$ cat src/rtl/rate_thr_pkg.sv
package rate_thr_pkg;
  // Outcome of one gauge update.
  typedef enum logic [1:0] {
    GEV_NONE = 2'd0,
    GEV_UP   = 2'd1,
    GEV_DN   = 2'd2
  } gauge_ev_e;

  localparam int unsigned DEF_TS_W      = 12;
  localparam int unsigned DEF_GAUGE_W   = 13;
  localparam int unsigned DEF_RATE_W    = 8;
  localparam int unsigned DEF_SCORE_W   = 5;
  localparam int unsigned DEF_OCC_W     = 5;
  localparam int unsigned DEF_BW        = 16;
  localparam int unsigned DEF_LOW_SCORE = 20;
  localparam int unsigned DEF_THR_HI    = 12;
  localparam int unsigned DEF_THR_LO    = 2;
  localparam int unsigned DEF_THR_SPAN  = 10;
endpackage

$ cat src/rtl/acc_interval.sv
module acc_interval #(
  parameter int unsigned TS_W = 12
) (
  input  logic            clk,
  input  logic            rst_n,
  input  logic            fire,
  input  logic [TS_W-1:0] cyc_now,
  output logic [TS_W-1:0] dt_o
);
  logic [TS_W-1:0] prev_q;

  // Modular difference: wraparound of the stamp is absorbed by truncation.
  function automatic logic [TS_W-1:0] interval_of(input logic [TS_W-1:0] now,
                                                  input logic [TS_W-1:0] prev);
    return now - prev;
  endfunction

  assign dt_o = interval_of(cyc_now, prev_q);

  always_ff @(posedge clk) begin
    if (!rst_n) begin
      prev_q <= '0;
    end else if (fire) begin
      prev_q <= cyc_now;
    end
  end
endmodule

$ cat src/rtl/gauge_rate.sv
module gauge_rate
  import rate_thr_pkg::*;
#(
  parameter int unsigned TS_W    = 12,
  parameter int unsigned GAUGE_W = 13,
  parameter int unsigned RATE_W  = 8,
  parameter int unsigned BW      = 16
) (
  input  logic                      clk,
  input  logic                      rst_n,
  input  logic                      fire,
  input  logic [TS_W-1:0]           dt,
  output logic [RATE_W-1:0]         rate_o,
  output logic signed [GAUGE_W-1:0] gauge_o,
  output logic                      at_hi,
  output logic                      at_lo
);
  localparam int unsigned SUM_W = GAUGE_W + 2;
  localparam logic signed [GAUGE_W-1:0] G_MAX = {1'b0, {(GAUGE_W-1){1'b1}}};
  localparam logic signed [GAUGE_W-1:0] G_MIN = {1'b1, {(GAUGE_W-1){1'b0}}};
  localparam logic signed [SUM_W-1:0]   S_MAX = {{2{1'b0}}, G_MAX};
  localparam logic signed [SUM_W-1:0]   S_MIN = {{2{1'b1}}, G_MIN};
  localparam logic [RATE_W-1:0]         R_MAX = {RATE_W{1'b1}};
  localparam logic [RATE_W-1:0]         R_RST = RATE_W'(BW);

  logic signed [GAUGE_W-1:0] gauge_q;
  logic [RATE_W-1:0]         rate_q;
  logic signed [SUM_W-1:0]   sum;
  logic signed [GAUGE_W-1:0] gauge_nx;
  gauge_ev_e                 ev;

  // Raw gauge step in a width that cannot overflow.
  function automatic logic signed [SUM_W-1:0] gauge_step(
      input logic signed [GAUGE_W-1:0] g,
      input logic [TS_W-1:0]           d,
      input logic [RATE_W-1:0]         r);
    logic signed [SUM_W-1:0] gs, ds, rs;
    gs = {{2{g[GAUGE_W-1]}}, g};
    ds = $signed({{(SUM_W-TS_W){1'b0}}, d});
    rs = $signed({{(SUM_W-RATE_W){1'b0}}, r});
    return gs + ds - rs;
  endfunction

  // Saturating rate move driven by the gauge outcome.
  function automatic logic [RATE_W-1:0] rate_move(input logic [RATE_W-1:0] r,
                                                  input gauge_ev_e e);
    logic [RATE_W-1:0] res;
    res = r;
    if (e == GEV_UP && r != R_MAX) res = r + RATE_W'(1);
    if (e == GEV_DN && r != '0)    res = r - RATE_W'(1);
    return res;
  endfunction

  always_comb begin
    sum = gauge_step(gauge_q, dt, rate_q);
    if (sum >= S_MAX) begin
      gauge_nx = G_MAX;
      ev       = GEV_UP;
    end else if (sum <= S_MIN) begin
      gauge_nx = G_MIN;
      ev       = GEV_DN;
    end else begin
      gauge_nx = sum[GAUGE_W-1:0];
      ev       = GEV_NONE;
    end
  end

  assign at_hi   = fire && (ev == GEV_UP);
  assign at_lo   = fire && (ev == GEV_DN);
  assign rate_o  = rate_q;
  assign gauge_o = gauge_q;

  always_ff @(posedge clk) begin
    if (!rst_n) begin
      gauge_q <= '0;
      rate_q  <= R_RST;
    end else if (fire) begin
      gauge_q <= gauge_nx;
      rate_q  <= rate_move(rate_q, ev);
    end
  end
endmodule

$ cat src/rtl/thresh_calc.sv
module thresh_calc #(
  parameter int unsigned RATE_W    = 8,
  parameter int unsigned SCORE_W   = 5,
  parameter int unsigned OCC_W     = 5,
  parameter int unsigned BW        = 16,
  parameter int unsigned LOW_SCORE = 20,
  parameter int unsigned THR_HI    = 12,
  parameter int unsigned THR_LO    = 2,
  parameter int unsigned THR_SPAN  = 10
) (
  input  logic               clk,
  input  logic               rst_n,
  input  logic [RATE_W-1:0]  rate,
  input  logic [SCORE_W-1:0] score,
  output logic [OCC_W-1:0]   thr_o
);
  localparam int unsigned   SPAN_W = $clog2(THR_SPAN + 1);
  localparam int unsigned   PROD_W = RATE_W + SPAN_W;
  localparam int unsigned   BW_SH  = $clog2(BW);
  localparam bit            BW_POW2 = ((1 << BW_SH) == BW);
  localparam logic [RATE_W:0]    BW_X  = (RATE_W+1)'(BW);
  localparam logic [RATE_W:0]    BW2_X = (RATE_W+1)'(2 * BW);
  localparam logic [SCORE_W-1:0] LOW_S = SCORE_W'(LOW_SCORE);
  localparam logic [OCC_W-1:0]   T_HI  = OCC_W'(THR_HI);
  localparam logic [OCC_W-1:0]   T_LO  = OCC_W'(THR_LO);
  localparam logic [PROD_W-1:0]  SPAN_P = PROD_W'(THR_SPAN);
  localparam logic [PROD_W-1:0]  BW_P   = PROD_W'(BW);

  logic [RATE_W:0]    rate_x;
  logic [PROD_W-1:0]  excess;
  logic [PROD_W-1:0]  prod;
  logic [PROD_W-1:0]  frac;
  logic [OCC_W-1:0]   thr_nx;

  assign rate_x = {1'b0, rate};
  assign excess = (rate_x >= BW_X) ? PROD_W'(rate_x - BW_X) : '0;
  assign prod   = excess * SPAN_P;

  // Slope division: a shift for a power-of-two bandwidth constant, else a divider.
  generate
    if (BW_POW2) begin : g_shift
      assign frac = prod >> BW_SH;
    end else begin : g_div
      assign frac = prod / BW_P;
    end
  endgenerate

  function automatic logic [OCC_W-1:0] pick_thr(input logic [SCORE_W-1:0] s,
                                                input logic [RATE_W:0]    r,
                                                input logic [PROD_W-1:0]  f);
    if (s > LOW_S || r > BW2_X) return T_HI;
    if (r < BW_X)               return T_LO;
    return T_LO + OCC_W'(f);
  endfunction

  assign thr_nx = pick_thr(score, rate_x, frac);

  always_ff @(posedge clk) begin
    if (!rst_n) thr_o <= T_LO;
    else        thr_o <= thr_nx;
  end
endmodule

$ cat src/rtl/llc_rate_throttle.sv
module llc_rate_throttle
  import rate_thr_pkg::*;
#(
  parameter int unsigned TS_W      = DEF_TS_W,
  parameter int unsigned GAUGE_W   = DEF_GAUGE_W,
  parameter int unsigned RATE_W    = DEF_RATE_W,
  parameter int unsigned SCORE_W   = DEF_SCORE_W,
  parameter int unsigned OCC_W     = DEF_OCC_W,
  parameter int unsigned BW        = DEF_BW,
  parameter int unsigned LOW_SCORE = DEF_LOW_SCORE,
  parameter int unsigned THR_HI    = DEF_THR_HI,
  parameter int unsigned THR_LO    = DEF_THR_LO,
  parameter int unsigned THR_SPAN  = DEF_THR_SPAN
) (
  input  logic               clk,
  input  logic               rst_n,
  input  logic               acc_vld,
  input  logic [TS_W-1:0]    cyc_now,
  input  logic [SCORE_W-1:0] best_score,
  input  logic [OCC_W-1:0]   mshr_occ,
  input  logic               pf_vld,
  output logic [RATE_W-1:0]  rate_o,
  output logic [OCC_W-1:0]   thresh_o,
  output logic               pf_drop
);
  // Named internal events, brought out for the checker.
  logic [TS_W-1:0]           acc_dt;
  logic signed [GAUGE_W-1:0] gauge_val;
  logic                      gauge_at_hi;
  logic                      gauge_at_lo;
  logic                      occ_full;

  acc_interval #(.TS_W(TS_W)) u_interval (
    .clk     (clk),
    .rst_n   (rst_n),
    .fire    (acc_vld),
    .cyc_now (cyc_now),
    .dt_o    (acc_dt)
  );

  gauge_rate #(
    .TS_W(TS_W), .GAUGE_W(GAUGE_W), .RATE_W(RATE_W), .BW(BW)
  ) u_gauge (
    .clk     (clk),
    .rst_n   (rst_n),
    .fire    (acc_vld),
    .dt      (acc_dt),
    .rate_o  (rate_o),
    .gauge_o (gauge_val),
    .at_hi   (gauge_at_hi),
    .at_lo   (gauge_at_lo)
  );

  thresh_calc #(
    .RATE_W(RATE_W), .SCORE_W(SCORE_W), .OCC_W(OCC_W), .BW(BW),
    .LOW_SCORE(LOW_SCORE), .THR_HI(THR_HI), .THR_LO(THR_LO), .THR_SPAN(THR_SPAN)
  ) u_thresh (
    .clk   (clk),
    .rst_n (rst_n),
    .rate  (rate_o),
    .score (best_score),
    .thr_o (thresh_o)
  );

  assign occ_full = (mshr_occ >= thresh_o);
  assign pf_drop  = pf_vld && occ_full;
endmodule

$ cat config.mk
export PLATFORM = sky130hd
export DESIGN_NAME = llc_rate_throttle
export DESIGN_NICKNAME = d
export VERILOG_FILES = /design/src/rtl/rate_thr_pkg.sv /design/src/rtl/acc_interval.sv /design/src/rtl/gauge_rate.sv /design/src/rtl/thresh_calc.sv /design/src/rtl/llc_rate_throttle.sv
export SDC_FILE = /design/constraint.sdc
export NUM_CORES = 1
export LEC_CHECK = 0
export BUFFER_PORTS_ARGS = -buffer_cell sky130_fd_sc_hd__buf_2
export CORE_ASPECT_RATIO = 1.4
export CORE_UTILIZATION = 55
export CTS_CLUSTER_SIZE = 40
export DETAILED_ROUTE_END_ITERATION = 8
export HOLD_SLACK_MARGIN = 0.1
export PLACE_DENSITY = 0.74
export SLEW_MARGIN = 20
export SYNTH_ARGS = -nofsm -noshare
export SYNTH_HDL_FRONTEND = slang
export SYNTH_HIERARCHICAL = 1
export SYNTH_SLANG_ARGS = --single-unit
$ cat constraint.sdc
create_clock -name clk -period 9.35 [get_ports clk]
set_input_delay 0.4675 -clock clk [delete_from_list [all_inputs] [get_ports clk]]
set_output_delay 0.4675 -clock clk [all_outputs]
set_load 0.005 [all_outputs]
# Yosys cells after proc, flatten, opt, wreduce, memory -nomap -nowiden
# Cells that the tools add are included.
dict set report totals {
  in_bits 26
  output_inout_bits 14
  reg_bits 38
}
dict set report classes {
  mux 14
  reduce_logical 7
  addsub 7
  eq_ne 3
  n_mul 1
  n_lt_le_gt_ge 7
}
# operator count
set ops {}
lappend ops {{two-way mux 13 bit} 2}
lappend ops {{two-way mux 5 bit} 4}
lappend ops {{two-way mux 8 bit} 2}
lappend ops {{greater-or-equal comparator 15 x 13 -> 1 bit (second input constant)} 1}
lappend ops {{less-or-equal comparator 15 x 13 -> 1 bit (second input constant)} 1}
lappend ops {{subtractor 15 x 9 -> 15 bit} 1}
lappend ops {{adder 13 x 13 -> 14 bit} 1}
lappend ops {{multiplier 12 x 3 -> 8 bit (second input constant)} 1}
lappend ops {{two-way mux 12 bit} 1}
lappend ops {{subtractor 12 bit} 1}
lappend ops {{subtractor 8 x 5 -> 9 bit (second input constant)} 1}
lappend ops {{adder 8 x 1 -> 8 bit (second input constant)} 1}
lappend ops {{greater-or-equal comparator 8 x 5 -> 1 bit (second input constant)} 1}
lappend ops {{greater-than comparator 8 x 6 -> 1 bit (second input constant)} 1}
lappend ops {{< comparator 8 x 5 -> 1 bit (second input constant)} 1}
lappend ops {{inequality test 8 bit (second input constant)} 1}
lappend ops {{nonzero test 8 bit} 1}
lappend ops {{subtractor 8 x 1 -> 8 bit (second input constant)} 1}
lappend ops {{adder 2 x 5 -> 5 bit (first input constant)} 1}
lappend ops {{greater-or-equal comparator 5 bit} 1}
lappend ops {{greater-than comparator 5 bit (second input constant)} 1}
lappend ops {{two-way mux 2 bit} 2}
lappend ops {{logical AND 1 bit} 3}
lappend ops {{two-way mux 1 bit} 3}
lappend ops {{other kinds (5)} 5}

# Depth between registers and ports, before layout
dict set report depth {
  word_depth 10
  depth_mapped 36
  mapped_depth_nobuf 36
}

# Cells and area by module
# The synthesis kept the hierarchy.
# module seq_area_each_um2 cells_each n_inst area_each_um2
set by_module_without_submodules {}
lappend by_module_without_submodules {gauge_rate 420.4 307 1 2377.3}
lappend by_module_without_submodules {acc_interval 240.2 116 1 989.7}
lappend by_module_without_submodules {thresh_calc 100.1 71 1 635.6}
lappend by_module_without_submodules {llc_rate_throttle 0.0 17 1 122.6}

# Worst setup path after synthesis
# Ideal clock, no wire load.
dict set report synth_timing {
  path_type {input-to-reg}
  from {input cyc_now[6]}
  to {register u_gauge.rate_q[7], in the netlist u_gauge/rate_o[7]}
  path_stages 31
  required_time_ns 9.264
  path_buffers 0
  t_arrival_ns 6.477
  path_slack_ns 2.787
  path_cell_list {ha_1 > a21o_1 > or3_1 > o21ai_2 > xnor2_1 > inv_1 > fa_1 > inv_1 > ha_1 > a2111o_1 > a2bb2oi_2 > a31oi_1 > xnor2_1 > nor3b_1 > ha_1 > o2111ai_1 > nor3_1 > nand4_1 > nor3b_2 > a41oi_2 > nor2_1 > nand2_1 > inv_1 > ha_1 > a21o_1 > a21o_1 > a21o_1 > a21oi_1 > o21ai_0 > or2_0 > a221oi_2}
}
dict set report synth_between {
  elab_chain_len 10
  word_cells_on_any_way 14
}
# element line_no
set synth_rtl {}
lappend synth_rtl {{start: declaration} llc_rate_throttle.sv:18} ;# input logic [TS_W-1:0] cyc_now,
lappend synth_rtl {{subtractor 12 bit *} acc_interval.sv:15} ;# return now - prev;
lappend synth_rtl {{net acc_dt[7]} llc_rate_throttle.sv:27} ;# logic [TS_W-1:0] acc_dt;
lappend synth_rtl {{adder 13 x 13 -> 14 bit *} gauge_rate.sv:41} ;# return gs + ds - rs;
lappend synth_rtl {{subtractor 15 x 9 -> 15 bit *} gauge_rate.sv:41}
lappend synth_rtl {{less-or-equal comparator 15 x 13 -> 1 bit} gauge_rate.sv:59} ;# end else if (sum <= S_MIN) begin
lappend synth_rtl {{two-way mux 2 bit} gauge_rate.sv:59}
lappend synth_rtl {{two-way mux 2 bit *} gauge_rate.sv:56} ;# if (sum >= S_MAX) begin
lappend synth_rtl {{equality test 2 bit or equality test 2 x 1 -> 1 bit (tied branches)} --}
lappend synth_rtl {{logical AND 1 bit, on equally long branches} {gauge_rate.sv:50, gauge_rate.sv:49}}
lappend synth_rtl {{nonzero test 2 bit (no line)} --}
lappend synth_rtl {{AND reduction 2 bit (no line)} --}
lappend synth_rtl {{end signal: assignment} gauge_rate.sv:79} ;# rate_q <= rate_move(rate_q, ev);
lappend synth_rtl {{end: declaration} gauge_rate.sv:27} ;# logic [RATE_W-1:0] rate_q;
# The timed path passes the listed nets; every way through them passes the cells marked *.
# A chain may end at the register's enable or synchronous reset.

# Worst setup path in the final report
dict set report layout_timing {
  from {register u_interval.prev_q[6]}
  to {register u_gauge.rate_q[7], in the netlist u_gauge/rate_o[7]}
}
dict set report layout_between {
  elab_chain_len 10
  word_cells_on_any_way 14
}
# element line_no
set layout_rtl {}
lappend layout_rtl {{start: declaration} acc_interval.sv:10} ;# logic [TS_W-1:0] prev_q;
lappend layout_rtl {{start signal: assignment} acc_interval.sv:24} ;# prev_q <= cyc_now;
lappend layout_rtl {{subtractor 12 bit *} acc_interval.sv:15}
lappend layout_rtl {{net acc_dt[7]} llc_rate_throttle.sv:27}
lappend layout_rtl {{adder 13 x 13 -> 14 bit *} gauge_rate.sv:41}
lappend layout_rtl {{subtractor 15 x 9 -> 15 bit *} gauge_rate.sv:41}
lappend layout_rtl {{less-or-equal comparator 15 x 13 -> 1 bit} gauge_rate.sv:59}
lappend layout_rtl {{two-way mux 2 bit} gauge_rate.sv:59}
lappend layout_rtl {{two-way mux 2 bit *} gauge_rate.sv:56}
lappend layout_rtl {{equality test 2 bit or equality test 2 x 1 -> 1 bit (tied branches)} --}
lappend layout_rtl {{logical AND 1 bit, on equally long branches} {gauge_rate.sv:50, gauge_rate.sv:49}}
lappend layout_rtl {{nonzero test 2 bit (no line)} --}
lappend layout_rtl {{AND reduction 2 bit (no line)} --}
# Marks and branches as above.

==> metrics.cfg <==
[global_route]
grt_max_degree = 40
grt_pass1_vias = 3613
grtUsageTotal_pct = 25.4
antenna_found_initial = 0
grt-ovfl-total = 0
grt_first_pass_wirelength_um = 15500

[outcome]
status = finished clean

[final_layout]
multi_input_area_mm2 = 0.00296
drive_gt1_share_pct = 12.8
synthToLayoutAreaGrowth_pct = 8.12
nets = 629
diodes = 0
final-seq-area_um2 = 761
nFillCells = 676

[routing]
wl_per_cell_um = 14.7
vias = 3658
viasPerCell = 5.76
drt_iter0_drc = 126
drc = 0
drt-pass1-iter-count = 4
detail-route-antenna-nets = 0
routed_wl_um = 9350

[clock_network]
cts_hold_buffers = 0
cts_tree = done
cts_buffers = 5
cts.repair_timing.setup_buffer_count = 0
cts_root_buffer = clkbuf_8
clockBufferDepth = 2
htreeDepth = 2
cts_sinks = 38
ctsResizeCount = 0
clkSlewWorstSetupHoldPaths_ps = 80
insertion_delay_ps = 300

[critical_path]
critPathMaxStageDelay_ps = 500
critPathMaxFanout = 7
crit_path_start_kind = register
startpoint = u_interval/prev_q[6]
ff2ff_setup_slack_ps = 2250
slowest_stage = fa_1
end_kind = register
ff2ff_path_depth = 32
crit_end = u_gauge/rate_o[7]
crit_arrival_ps = 7320
crit_type = reg2reg
reg2reg_to = u_gauge/rate_o[7]
worstReg2RegStart = u_interval/prev_q[6]
required_ps = 9570

[die]
fp.dieArea_mm2 = 0.00784
die_h_um = 104
die_width_um = 75.1
core_area_mm2 = 0.00712
start_util_pct = 57.8
num_rows = 36
ios = 40

[hold_path]
hold_path.class = in2reg

[timing]
fmax_ghz = 0.141
worst_pin_slew_ps = 822
finClkSkew_ps = 8.20
drv_slew = 0
slew_headroom_pct = 45.0
setup_viol = 0
min_period_ps = 7100
hold_violations = 0
finalCritPeriodShare_pct = 76.0
rsz0062_at_grt = false
fin_tns_setup_ps = 0

[place]
port_buffers = 39
gp_congestion = 0.869
dp_hpwl_um = 7280

[job]
cap_viol_max_count = 0

[logic_synthesis]
synth.avg_cell_area_um2 = 8.08
synth_nets = 599
synth_warnings = 6
syn_area_mm2 = 0.00412
syn_inst = 509

-- metal layers --
| metal | global-route usage, % | share of wire, % |
|---|---|---|
| met2 | 46.7 | 52 |
| met4 | 14.2 | 4.8 |
| met5 | 0 | 0 |
| met3 | 3.29 | 3.4 |
| met1 | 26.2 | 40 |
-- layout make-up --
class	count	area share, %
Multi-Input combinational cell	371	66.6
Sequential cell	38	17.1
Inverter	84	7.09
Timing Repair Buffer	39	4.39
Tap cell	95	2.67
Clock buffer	6	1.86
Clock inverter	2	0.281
-- worst min-delay path by stage --
stage	startpoint	slack [ps]	endpoint	cells after the start
floorplan	u_gauge/gauge_o[3]	450	u_gauge/gauge_o[3]	1
global placement	u_gauge/gauge_o[3]	460	u_gauge/gauge_o[3]	1
detailed placement	u_gauge/gauge_o[3]	470	u_gauge/gauge_o[3]	1
CTS	cyc_now[7]	440	u_interval/prev_q[7]	3
global route	cyc_now[7]	440	u_interval/prev_q[7]	3
finish	cyc_now[7]	440	u_interval/prev_q[7]	3
-- layout by cell type, fill, tap and decap left out, drive strengths merged, types with 2 or more instances in the layout --
cell type and n:
clkinv 2, nor2 32, nor3b 5, o22ai 7, or4 2, nand2b 10
o211a 6, a31oi 6, xnor2 19, nor3 7, buf 39, a31o 2
dfxtp 38, a21oi 32, ha 53, o21ai 31, o21ba 2, o2111ai 2
xor2 12, or2 2, mux2i 15, clkbuf 6, and2 4, o211ai 5
and3 6, o21a 10, a211oi 8, nand2 15, o21bai 2, fa 11
inv 83, or3 3, nor2b 17, nor4 4, a21o 10, nand3 8
nand4 5
-- state kept, by name, indices dropped and copies added (netlist names) --
| signal | flops |
|---|---|
| u_interval/prev_q | 12 |
| u_gauge/rate_o | 8 |
| u_thresh/thr_o | 5 |
| u_gauge/gauge_o | 13 |
-- metrics by stage --
step	setup WS [ps]	instance area, um^2	utilization [%]	hold slack, ps	std cells
CTS	2280	4450	62.5	438	635
detailed placement	2070	4350	61.2	468	627
global placement	2370	4350	61.2	462	627
global route	1750	4450	62.5	436	635
floorplan	2790	4120	-	454	509
finish	2250	4450	62.5	444	635
-- worst max-delay path, delay by kind of cell, from the launching register on --
family,cells,cell delay [ps]
flip-flops,1,330
XOR/XNOR,2,290
AND/OR/NAND/NOR,8,1620
buffers and inverters,4,330
AO/OA/AOI/OAI,13,2780
adder cells (fa/ha/maj),5,1670
Power is not shown: default switching activity piles up to over one toggle a cycle in this logic, so the estimate is an artifact.
